--- config.mk ---
export PLATFORM = sky130hd
export DESIGN_NAME = vpic_top
export DESIGN_NICKNAME = d
export VERILOG_FILES = /design/src/rtl/vpic_pkg.sv /design/src/rtl/vpic_src_cell.sv /design/src/rtl/vpic_arbiter.sv /design/src/rtl/vpic_top.sv
export SDC_FILE = /design/constraint.sdc
export NUM_CORES = 1
export LEC_CHECK = 0
export ABC_AREA = 1
export BUFFER_PORTS_ARGS = -buffer_cell sky130_fd_sc_hd__buf_2
export CORE_ASPECT_RATIO = 1.5
export CORE_MARGIN = 2
export CORE_UTILIZATION = 30
export CTS_BUF_LIST = sky130_fd_sc_hd__clkbuf_8 sky130_fd_sc_hd__clkbuf_16
export DETAILED_ROUTE_END_ITERATION = 12
export GPL_TIMING_DRIVEN = 0
export MAX_ROUTING_LAYER = met4
export SKIP_CTS_REPAIR_TIMING = 1
export SYNTH_ARGS = -nofsm -noshare
export SYNTH_HDL_FRONTEND = slang
export SYNTH_SLANG_ARGS = --single-unit
--- constraint.sdc ---
create_clock -name clk_i -period 28.2 [get_ports clk_i]
set_clock_uncertainty 0.05 [all_clocks]
set_input_delay 1.41 -clock clk_i [delete_from_list [all_inputs] [get_ports clk_i]]
set_output_delay 1.41 -clock clk_i [all_outputs]
set_load 0.01 [all_outputs]
--- src/rtl/vpic_pkg.sv ---
`timescale 1ns/1ps
// vpic_pkg: shared sizes, sensing encoding and register addresses for the
// vectored priority interrupt controller. Assumes 32-bit data words.
package vpic_pkg;
    localparam int NSRC   = 32;
    localparam int PRIO_W = 3;
    localparam int DATA_W = 32;
    localparam int ADDR_W = 6;

    // Sensing mode held in bits 7:6 of each control word
    typedef enum logic [1:0] {
        TRIG_LOW  = 2'd0,
        TRIG_HIGH = 2'd1,
        TRIG_FALL = 2'd2,
        TRIG_RISE = 2'd3
    } trig_e;

    localparam logic [ADDR_W-1:0] ADR_VEC    = 6'd32;
    localparam logic [ADDR_W-1:0] ADR_SRCNUM = 6'd33;
    localparam logic [ADDR_W-1:0] ADR_STAT   = 6'd34;
    localparam logic [ADDR_W-1:0] ADR_ENSET  = 6'd35;
    localparam logic [ADDR_W-1:0] ADR_ENCLR  = 6'd36;
    localparam logic [ADDR_W-1:0] ADR_EOS    = 6'd37;

    localparam int TRIG_LSB = 6;
endpackage

--- src/rtl/vpic_src_cell.sv ---
`timescale 1ns/1ps
// vpic_src_cell: per-source sensing. Registers the raw input once, detects
// the selected edge against that register and holds an edge flag. Assumes
// src_i is already synchronous to clk_i. A new edge has precedence over a
// clear in the same cycle.
module vpic_src_cell
    import vpic_pkg::*;
(
    input  logic  clk_i,
    input  logic  rst_n_i,
    input  logic  src_i,
    input  trig_e trig_i,
    input  logic  ctl_wr_i,
    input  logic  ack_clr_i,
    output logic  pend_o
);
    logic s_q;
    logic flag_q;
    logic rise, fall, edge_set, edge_clr;

    // Edge detection between the live input and its registered copy
    always_comb begin
        rise     = src_i & ~s_q;
        fall     = ~src_i & s_q;
        edge_set = ((trig_i == TRIG_RISE) && rise) || ((trig_i == TRIG_FALL) && fall);
        edge_clr = ack_clr_i | ctl_wr_i;
    end

    // Input sample and edge flag; a set wins over a clear
    always_ff @(posedge clk_i) begin
        if (!rst_n_i) begin
            s_q    <= 1'b0;
            flag_q <= 1'b0;
        end else begin
            s_q <= src_i;
            if (edge_set)      flag_q <= 1'b1;
            else if (edge_clr) flag_q <= 1'b0;
        end
    end

    // Pending selection by sensing mode
    always_comb begin
        unique case (trig_i)
            TRIG_LOW:  pend_o = ~s_q;
            TRIG_HIGH: pend_o = s_q;
            default:   pend_o = flag_q;
        endcase
    end

    a_r5_edge_latch: assert property (@(posedge clk_i) disable iff (!rst_n_i)
        (edge_set && !ctl_wr_i && trig_i != TRIG_LOW && trig_i != TRIG_HIGH) |=> flag_q);
    a_r12_set_wins: assert property (@(posedge clk_i) disable iff (!rst_n_i)
        (edge_set && ack_clr_i) |=> flag_q);
    a_r4_level_follow: assert property (@(posedge clk_i) disable iff (!rst_n_i)
        (trig_i == TRIG_HIGH && src_i) |=> (pend_o || trig_i != TRIG_HIGH));
endmodule

--- src/rtl/vpic_arbiter.sv ---
`timescale 1ns/1ps
// vpic_arbiter: picks the enabled pending source with the highest priority
// value; ties go to the lowest index. Purely combinational; the clock and
// reset feed only its checks.
module vpic_arbiter #(
    parameter int N    = 32,
    parameter int PW   = 3,
    localparam int IDW = $clog2(N)
) (
    input  logic                 clk_i,
    input  logic                 rst_n_i,
    input  logic [N-1:0]         pend_i,
    input  logic [N-1:0][PW-1:0] prio_i,
    output logic                 any_o,
    output logic [IDW-1:0]       win_o
);
    logic [PW-1:0] best;

    // Scan from the top index down so that a tie keeps the lower index
    always_comb begin
        any_o = 1'b0;
        win_o = '0;
        best  = '0;
        for (int i = N - 1; i >= 0; i--) begin
            if (pend_i[i] && (!any_o || prio_i[i] >= best)) begin
                any_o = 1'b1;
                win_o = IDW'(i);
                best  = prio_i[i];
            end
        end
    end

    a_r6_win_pending: assert property (@(posedge clk_i) disable iff (!rst_n_i)
        any_o |-> pend_i[win_o]);
    a_r6_idle_clear: assert property (@(posedge clk_i) disable iff (!rst_n_i)
        !any_o |-> (pend_i == '0));
endmodule

--- src/rtl/vpic_top.sv ---
`timescale 1ns/1ps
// vpic_top: vectored priority interrupt controller. Holds the control words,
// enable vector and service state, decodes the register port and drives the
// active-low request line. Assumes one bus access per cycle and that src_i
// is synchronous to clk_i.
module vpic_top
    import vpic_pkg::*;
#(
    parameter int N    = NSRC,
    localparam int IDW = $clog2(N)
) (
    input  logic              clk_i,
    input  logic              rst_n_i,
    input  logic [N-1:0]      src_i,
    input  logic              bus_sel_i,
    input  logic              bus_wr_i,
    input  logic [ADDR_W-1:0] bus_addr_i,
    input  logic [DATA_W-1:0] bus_wdata_i,
    output logic [DATA_W-1:0] bus_rdata_o,
    output logic              irq_n_o
);
    typedef enum logic {SVC_IDLE, SVC_BUSY} svc_e;

    logic [N-1:0][1:0]        trig_q;
    logic [N-1:0][PRIO_W-1:0] prio_q;
    logic [N-1:0]             en_q;
    logic [N-1:0]             pend_raw, pend_en, ctl_we, ack_clr;
    svc_e                     svc_q;
    logic [IDW-1:0]           act_q, win_id;
    logic                     any_pend;
    logic                     wr_s, rd_s, ctl_hit, ack_fire, eos_fire;
    logic [IDW-1:0]           ctl_idx;

    // Bus strobe decode
    always_comb begin
        wr_s     = bus_sel_i & bus_wr_i;
        rd_s     = bus_sel_i & ~bus_wr_i;
        ctl_hit  = int'(bus_addr_i) < N;
        ctl_idx  = bus_addr_i[IDW-1:0];
        ack_fire = rd_s && (bus_addr_i == ADR_VEC) && any_pend && (svc_q == SVC_IDLE);
        eos_fire = wr_s && (bus_addr_i == ADR_EOS);
    end

    // Per-source sensing cells with their write and acknowledge strobes
    for (genvar i = 0; i < N; i++) begin : g_src
        assign ctl_we[i]  = wr_s && ctl_hit && (ctl_idx == IDW'(i));
        assign ack_clr[i] = ack_fire && (win_id == IDW'(i));
        vpic_src_cell u_cell (
            .clk_i     (clk_i),
            .rst_n_i   (rst_n_i),
            .src_i     (src_i[i]),
            .trig_i    (trig_e'(trig_q[i])),
            .ctl_wr_i  (ctl_we[i]),
            .ack_clr_i (ack_clr[i]),
            .pend_o    (pend_raw[i])
        );
    end

    assign pend_en = pend_raw & en_q;

    vpic_arbiter #(.N(N), .PW(PRIO_W)) u_arb (
        .clk_i   (clk_i),
        .rst_n_i (rst_n_i),
        .pend_i  (pend_en),
        .prio_i  (prio_q),
        .any_o   (any_pend),
        .win_o   (win_id)
    );

    // Control words and enable vector
    always_ff @(posedge clk_i) begin
        if (!rst_n_i) begin
            trig_q <= '0;
            prio_q <= '0;
            en_q   <= '0;
        end else begin
            if (wr_s && ctl_hit) begin
                trig_q[ctl_idx] <= bus_wdata_i[TRIG_LSB+1:TRIG_LSB];
                prio_q[ctl_idx] <= bus_wdata_i[PRIO_W-1:0];
            end
            if (wr_s && bus_addr_i == ADR_ENSET) en_q <= en_q | bus_wdata_i[N-1:0];
            if (wr_s && bus_addr_i == ADR_ENCLR) en_q <= en_q & ~bus_wdata_i[N-1:0];
        end
    end

    // Service state: acknowledge enters, end-of-service leaves
    always_ff @(posedge clk_i) begin
        if (!rst_n_i) begin
            svc_q <= SVC_IDLE;
            act_q <= '0;
        end else begin
            unique case (svc_q)
                SVC_IDLE: if (ack_fire) begin
                    svc_q <= SVC_BUSY;
                    act_q <= win_id;
                end
                SVC_BUSY: if (eos_fire) svc_q <= SVC_IDLE;
                default:  svc_q <= SVC_IDLE;
            endcase
        end
    end

    // Request line from service state and pending set
    assign irq_n_o = ~((svc_q == SVC_IDLE) && any_pend);

    // Read data mux
    always_comb begin
        bus_rdata_o = '0;
        if (ctl_hit) begin
            bus_rdata_o[TRIG_LSB+1:TRIG_LSB] = trig_q[ctl_idx];
            bus_rdata_o[PRIO_W-1:0]          = prio_q[ctl_idx];
        end else begin
            unique case (bus_addr_i)
                ADR_VEC: begin
                    if (svc_q == SVC_BUSY) bus_rdata_o = DATA_W'({act_q, 2'b00});
                    else if (any_pend)     bus_rdata_o = DATA_W'({win_id, 2'b00});
                end
                ADR_SRCNUM: begin
                    if (svc_q == SVC_BUSY) bus_rdata_o = DATA_W'(act_q);
                    else if (any_pend)     bus_rdata_o = DATA_W'(win_id);
                end
                ADR_STAT:  bus_rdata_o = DATA_W'(pend_en);
                ADR_ENSET: bus_rdata_o = DATA_W'(en_q);
                default:   bus_rdata_o = '0;
            endcase
        end
    end

    a_r8_ack_releases: assert property (@(posedge clk_i) disable iff (!rst_n_i)
        ack_fire |=> (irq_n_o && svc_q == SVC_BUSY));
    a_r9_eos_ends: assert property (@(posedge clk_i) disable iff (!rst_n_i)
        eos_fire |=> (svc_q == SVC_IDLE));
    a_r10_empty_no_effect: assert property (@(posedge clk_i) disable iff (!rst_n_i)
        (rd_s && bus_addr_i == ADR_VEC && !any_pend && svc_q == SVC_IDLE)
            |=> (svc_q == SVC_IDLE && $stable(en_q)));
    a_r3_enable_set: assert property (@(posedge clk_i) disable iff (!rst_n_i)
        (wr_s && bus_addr_i == ADR_ENSET)
            |=> ((en_q & $past(bus_wdata_i[N-1:0])) == $past(bus_wdata_i[N-1:0])));
endmodule

# Word-level counts from Yosys, hierarchy flattened
# Cells that the tools add are included.
classes:
  bitwise_logic: 169
  n_eq_ne: 164
  muxes: 215
  n_mul: 0
  shift: 0
  order_cmp: 34
  div_mod_pow: 0
  add_sub_neg: 0
  n_reduce_logical: 330
op_table:
  columns: ["op", "n"]
  rows:
  - ["logical AND 1 bit", 168]
  - ["2-to-1 mux 5 bit", 33]
  - ["equality test 5 bit, second input constant", 32]
  - ["equality test 2 bit, second input constant", 64]
  - ["one-hot mux 32 bit (4 select lines)", 1]
  - ["2-to-1 mux 3 bit", 35]
  - ["2-to-1 mux 1 bit", 98]
  - ["bitwise mux 96 bit", 1]
  - ["2-to-1 mux 32 bit", 3]
  - ["greater-or-equal comparator 3 bit", 31]
  - ["equality test 5 x 4 -> 1 bit, second input constant", 16]
  - ["NOT 1 bit", 67]
  - ["bitwise AND 1 bit", 66]
  - ["one-hot mux 1 bit (2 select lines)", 33]
  - ["nonzero test 2 bit", 33]
  - ["bitwise AND 32 bit", 2]
  - ["bitwise mux 64 bit", 1]
  - ["equality test 2 x 1 -> 1 bit, second input constant", 32]
  - ["logical NOT 2 bit", 32]
  - ["logical OR 1 bit", 63]
  - ["equality test 5 x 3 -> 1 bit, second input constant", 8]
  - ["equality test 6 bit, second input constant", 6]
  - ["NOT 32 bit", 1]
  - ["OR 1 bit", 32]
  - ["other kinds (16)", 54]
word_totals:
  memories: 0
  ramBits: 0
  inputBits: 74
  mem_bits_ro: 0
  latchBits: 0
  regBits: 262

# Longest topological paths before layout
logic_depth:
  depth_word: 134
  depth_mapped: 311
  depth_no_buf: 310

# Cells and area by module
# A second synthesis with hierarchy kept.
hier_totals:
  hier_cells: 2981
  area_unflattened_um2: 17800.8
by_module_without_submodules:
  columns: ["mod", "instances", "area_per_inst_um2", "seq_area_each_um2", "cells_per_inst"]
  rows:
  - ["vpic_top", 1, 9686.8, 3963.8, 1484]
  - ["vpic_arbiter", 1, 4150.2, 0.0, 761]
  - ["vpic_src_cell", 32, 123.9, 40.0, 23]

# Least setup slack after synthesis
# No wires, ideal clock.
synth_timing:
  path_kind: "flip-flop to output port"
  start: "register trig_q[62] (netlist bit)"
  end: "output port bus_rdata_o[6]"
  required_ps: 26740
  stages_incl_launch_ff: 303
  setup_slack_ps: -2860
  arrival_time_ps: 29600
  path_buffers: 1
  path_cell_list: "dfxtp_1 inv_1 nand2_2 nand3_1 nand2_2 inv_2 nand2_1 ha_1 and3_1 nor2_2 nand2_1 nand2_1 inv_1 o21ai_0 inv_1 ha_1 a21oi_1 o21ai_0 (+267 left out) a31oi_1 ha_1 a21boi_0 o21a_1 o31ai_4 nand2_1 o21ai_1 ha_1 a21oi_1 o2111ai_1 nand2_2 nand2_2 nor2_1 nand3_4 nor2_1 o21bai_1 nand2_1 o211ai_1"
synth_between:
  elab_chain_cells: 132
synth_lines:
  columns: ["item", "line_no", "rtl"]
  rows:
  - ["start, declared", "vpic_top.sv:24", "logic [N-1:0][1:0] trig_q;"]
  - ["start signal, assigned by index", "vpic_top.sv:78", "trig_q[ctl_idx] <= bus_wdata_i[TRIG_LSB+1:TRIG_LSB];"]
  - ["equality test 2 x 1 -> 1 bit or logical NOT 2 bit (tied branches)", "vpic_src_cell.sv:43", "unique case (trig_i)"]
  - ["one-hot mux 1 bit (2 select lines)", "vpic_src_cell.sv:43", null]
  - ["bitwise AND 32 bit", "vpic_top.sv:59", "assign pend_en = pend_raw & en_q;"]
  - ["2-to-1 mux 3 bit or 2-to-1 mux 1 bit (tied branches)", "vpic_arbiter.sv:25", "if (pend_i[i] && (!any_o || prio_i[i] >= best)) begin"]
  - ["greater-or-equal comparator 3 bit or logical NOT 1 bit (tied branches)", "vpic_arbiter.sv:25", null]
  - ["logical OR 1 bit", "vpic_arbiter.sv:25", null]
  - ["logical AND 1 bit", "vpic_arbiter.sv:25", null]
  - ["2-to-1 mux 3 bit or 2-to-1 mux 1 bit (tied branches)", "vpic_arbiter.sv:25", null]
  - ["(+116 left out)", null, null]
  - ["greater-or-equal comparator 3 bit or logical NOT 1 bit (tied branches)", "vpic_arbiter.sv:25", null]
  - ["logical OR 1 bit", "vpic_arbiter.sv:25", null]
  - ["logical AND 1 bit", "vpic_arbiter.sv:25", null]
  - ["2-to-1 mux 5 bit or 2-to-1 mux 1 bit (tied branches)", "vpic_arbiter.sv:25", null]
  - ["2-to-1 mux 7 bit", "vpic_top.sv:116", "else if (any_pend) bus_rdata_o = DATA_W'({win_id, 2'b00});"]
  - ["2-to-1 mux 7 bit", "vpic_top.sv:115", "if (svc_q == SVC_BUSY) bus_rdata_o = DATA_W'({act_q, 2'b00});"]
  - ["one-hot mux 32 bit (4 select lines)", "vpic_top.sv:113", "unique case (bus_addr_i)"]
  - ["2-to-1 mux 2 bit *", "vpic_top.sv:109", "if (ctl_hit) begin"]
  - ["end, declared", "vpic_top.sv:19", "output logic [DATA_W-1:0] bus_rdata_o,"]
# Mark *: on every way between the ends. The rest lies on a longest branch, timed or not. The select of a mux whose other input is x is not followed.

==> impl_metrics.tcl <==
set metrics [dict create \
    run_status "finished with violations" \
    failed_checks "setup timing" \
    antenna_found_initial 0 \
    pwr_density_cell_nw_per_um2 41.5 \
    synthesis.area_um2 16400 \
    worstPathArrival_ps 30570 \
    numPortBuffers 103 \
    vias 18000 \
    fin_cells 3398 \
    placed_cell_area_um2 18000 \
    clkSlewWorstSetupHoldPaths_ps 60 \
    required_ps 26740 \
    start_util_pct 30.4 \
    maxSlewViolCount 0 \
    synth_edf_count 0 \
    stdcell_area_um2 21300 \
    slew_headroom_pct 13.7 \
    peakVddDrop_v 0.0000460 \
    num_rows 104 \
    final_util_pct 39.5 \
    regArea_um2 5250 \
    wire_per_inst_um 21.4 \
    critPathMaxFanout 8 \
    cts_num_sinks 262 \
    io_pins 107 \
    clockRootBuffer "clkbuf_16" \
    syn2layout_area_growth_pct 30.0 \
    fmax_mhz 31.2 \
    cts_inserted_buffers 28 \
    whs_ps 428 \
    fin_total_pwr_w 0.000884 \
    layout-drive-gt1-share_pct 26.2 \
    drv_cap 0 \
    grt_pass1_wl_um 101000 \
    setup_viol 46 \
    drt_first_pass_iters 5 \
    r2r_end "g_src[27].u_cell.flag_q" \
    yosysSeqAreaShare_pct 32.0 \
    cts_tree "done" \
    grt_remaining_overflow 0 \
    grt_max_degree 14 \
    cts_buffer_depth 3 \
    dieArea_um2 56500 \
    finalWorstSetupSlack_ps -3830 \
    hold_viol_final 0 \
    async_reset_ff_share_pct 0 \
    ant_nets 0 \
    remaining_drc_errors 0 \
    min_period_over_period_pct 114 \
    rsz0062_at_grt "yes" \
    worst_pin_slew_ps 1280 \
    crit_slowest_cell "dfxtp_4" \
    routed_wl_um 72700 \
    synth_top_flop_cell "dfxtp_1" \
    yosysWarnings 0 \
    antennaDiodeCount 0 \
    ys_types 61 \
    final_cell_mix "inv_1, o21ai_0, a21oi_1, nand2_1, dfxtp_1" \
    startpoint_type "register" \
    die_x_um 195 \
    dr.first_iter.drc_count 1354 \
    design.core.area_um2 53900 \
    dieHeight_um 290 \
    syn-num-nets 2554 \
    grt_pass1_vias 16300 \
    multi_input_area_um2 10500 \
    fin_nets 2830 \
    vias_per_cell 5.28 \
    syn-instance-count 2411 \
    clock_latency_ps 570 \
    hpwl_um 54400 \
    ys_seq_elements 262 \
    cp-end-kind "output port" \
    hp-class "register to register" \
    cts.htree.levels 1 \
    fill_cells 5706 \
    syn_area_per_cell_um2 6.80 \
    cpMostUsedCell "nand2_2" \
    criticalPathCategory "register to output port" \
    period_minus_slack_ps 32030 \
    gr-usage-all-layers_pct 24.8 \
    dp.cells 3203 \
    layout_commonest_cell "inv_1" \
    reg2reg_slack_ps -2310 \
    p_leak_nw 8.96 \
    worst-r2r-cell-count 296 \
    gp_routability_congestion 1.02 \
    whs_path_depth 2 \
    cpPeakStageDelay_ps 390 \
]
-- worst max-delay path: cells and delay by family (launching register included) --
| family | cells | cell delay [ps] |
|---|---|---|
| simple gates | 149 | 11350 |
| fa+ha+maj | 31 | 7680 |
| compound gates | 65 | 7450 |
| buf+inv | 48 | 3000 |
| flops | 1 | 390 |
-- area by class of cell --
class	instances	share of cell area [%]
inverter	393	7.06
clock buffer	34	3.73
sequential	262	24.7
timing repair buffer	246	7.96
clock inverter	18	1.01
multi-input combinational	1670	49.5
buffer	86	2.00
tap	689	4.05
-- Yosys cell counts, types with 8 or more instances --
library cell | count | area, µm²
nand3_2 | 16 | 160
nand2_4 | 9 | 101
inv_2 | 27 | 101
nor2_2 | 8 | 50.1
inv_1 | 358 | 1340
nand4_1 | 8 | 50.1
o21ai_1 | 13 | 65.1
nor2_1 | 149 | 559
o21ai_0 | 345 | 1730
nand2_2 | 100 | 626
a22oi_1 | 20 | 150
xor2_1 | 30 | 263
a211oi_1 | 28 | 210
buf_1 | 8 | 30.0
nand3_1 | 63 | 315
nand3b_1 | 29 | 218
dfxtp_1 | 262 | 5250
o22ai_1 | 58 | 363
a21oi_1 | 276 | 1380
nor3_1 | 10 | 50.1
nand2_1 | 351 | 1320
ha_1 | 69 | 863
a22o_1 | 13 | 114
clkbuf_1 | 63 | 236
-- logic make-up after synthesis --
logic type,after synthesis,share of synthesized area [%]
AND/OR/NAND/NOR,770,22.4
AO/OA/AOI/OAI,801,27.1
XOR/XNOR,30,1.60
buffers and inverters,479,11.6
adder cells (fa/ha/maj),69,5.27
flip-flops,262,32.0
-- worst max path at each step --
stage / start / endpoint / cells past startpoint
final: register / bus_rdata_o[6] / 293
after global routing: register / bus_rdata_o[6] / 298
after CTS: register / bus_rdata_o[6] / 303
after detailed placement: register / bus_rdata_o[6] / 302
after global placement: register / bus_rdata_o[6] / 301
after floorplan: trig_q[62] / bus_rdata_o[6] / 303
-- per-stage QoR --
step / TNS (ps) / setup WS (ps)
after global routing: -210440 / -6100
after global placement: -173040 / -5060
after CTS: -192870 / -5990
after floorplan: -7750 / -1200
after detailed placement: -181960 / -5250
final: -106020 / -3830
-- power breakdown --
part	total, W	internal, W	switching (W)	leakage [nW]
logic	0.0000947	0.0000279	0.0000668	6.33
clock network	0.000413	0.000245	0.000168	0.512
registers	0.000377	0.000374	0.00000313	2.12
total	0.000884	0.000646	0.000238	8.96
-- layer usage --
layer / share of wire [%] / global-route usage [%] / wire (µm)
met1: 35 / 25.0 / 25300
met2: 49 / 43.0 / 35700
met3: 6.6 / 3.41 / 4770
met4: 9.4 / 19.8 / 6860
met5: 0 / - / 0
Note: power is estimated with default switching activity, not from simulation.
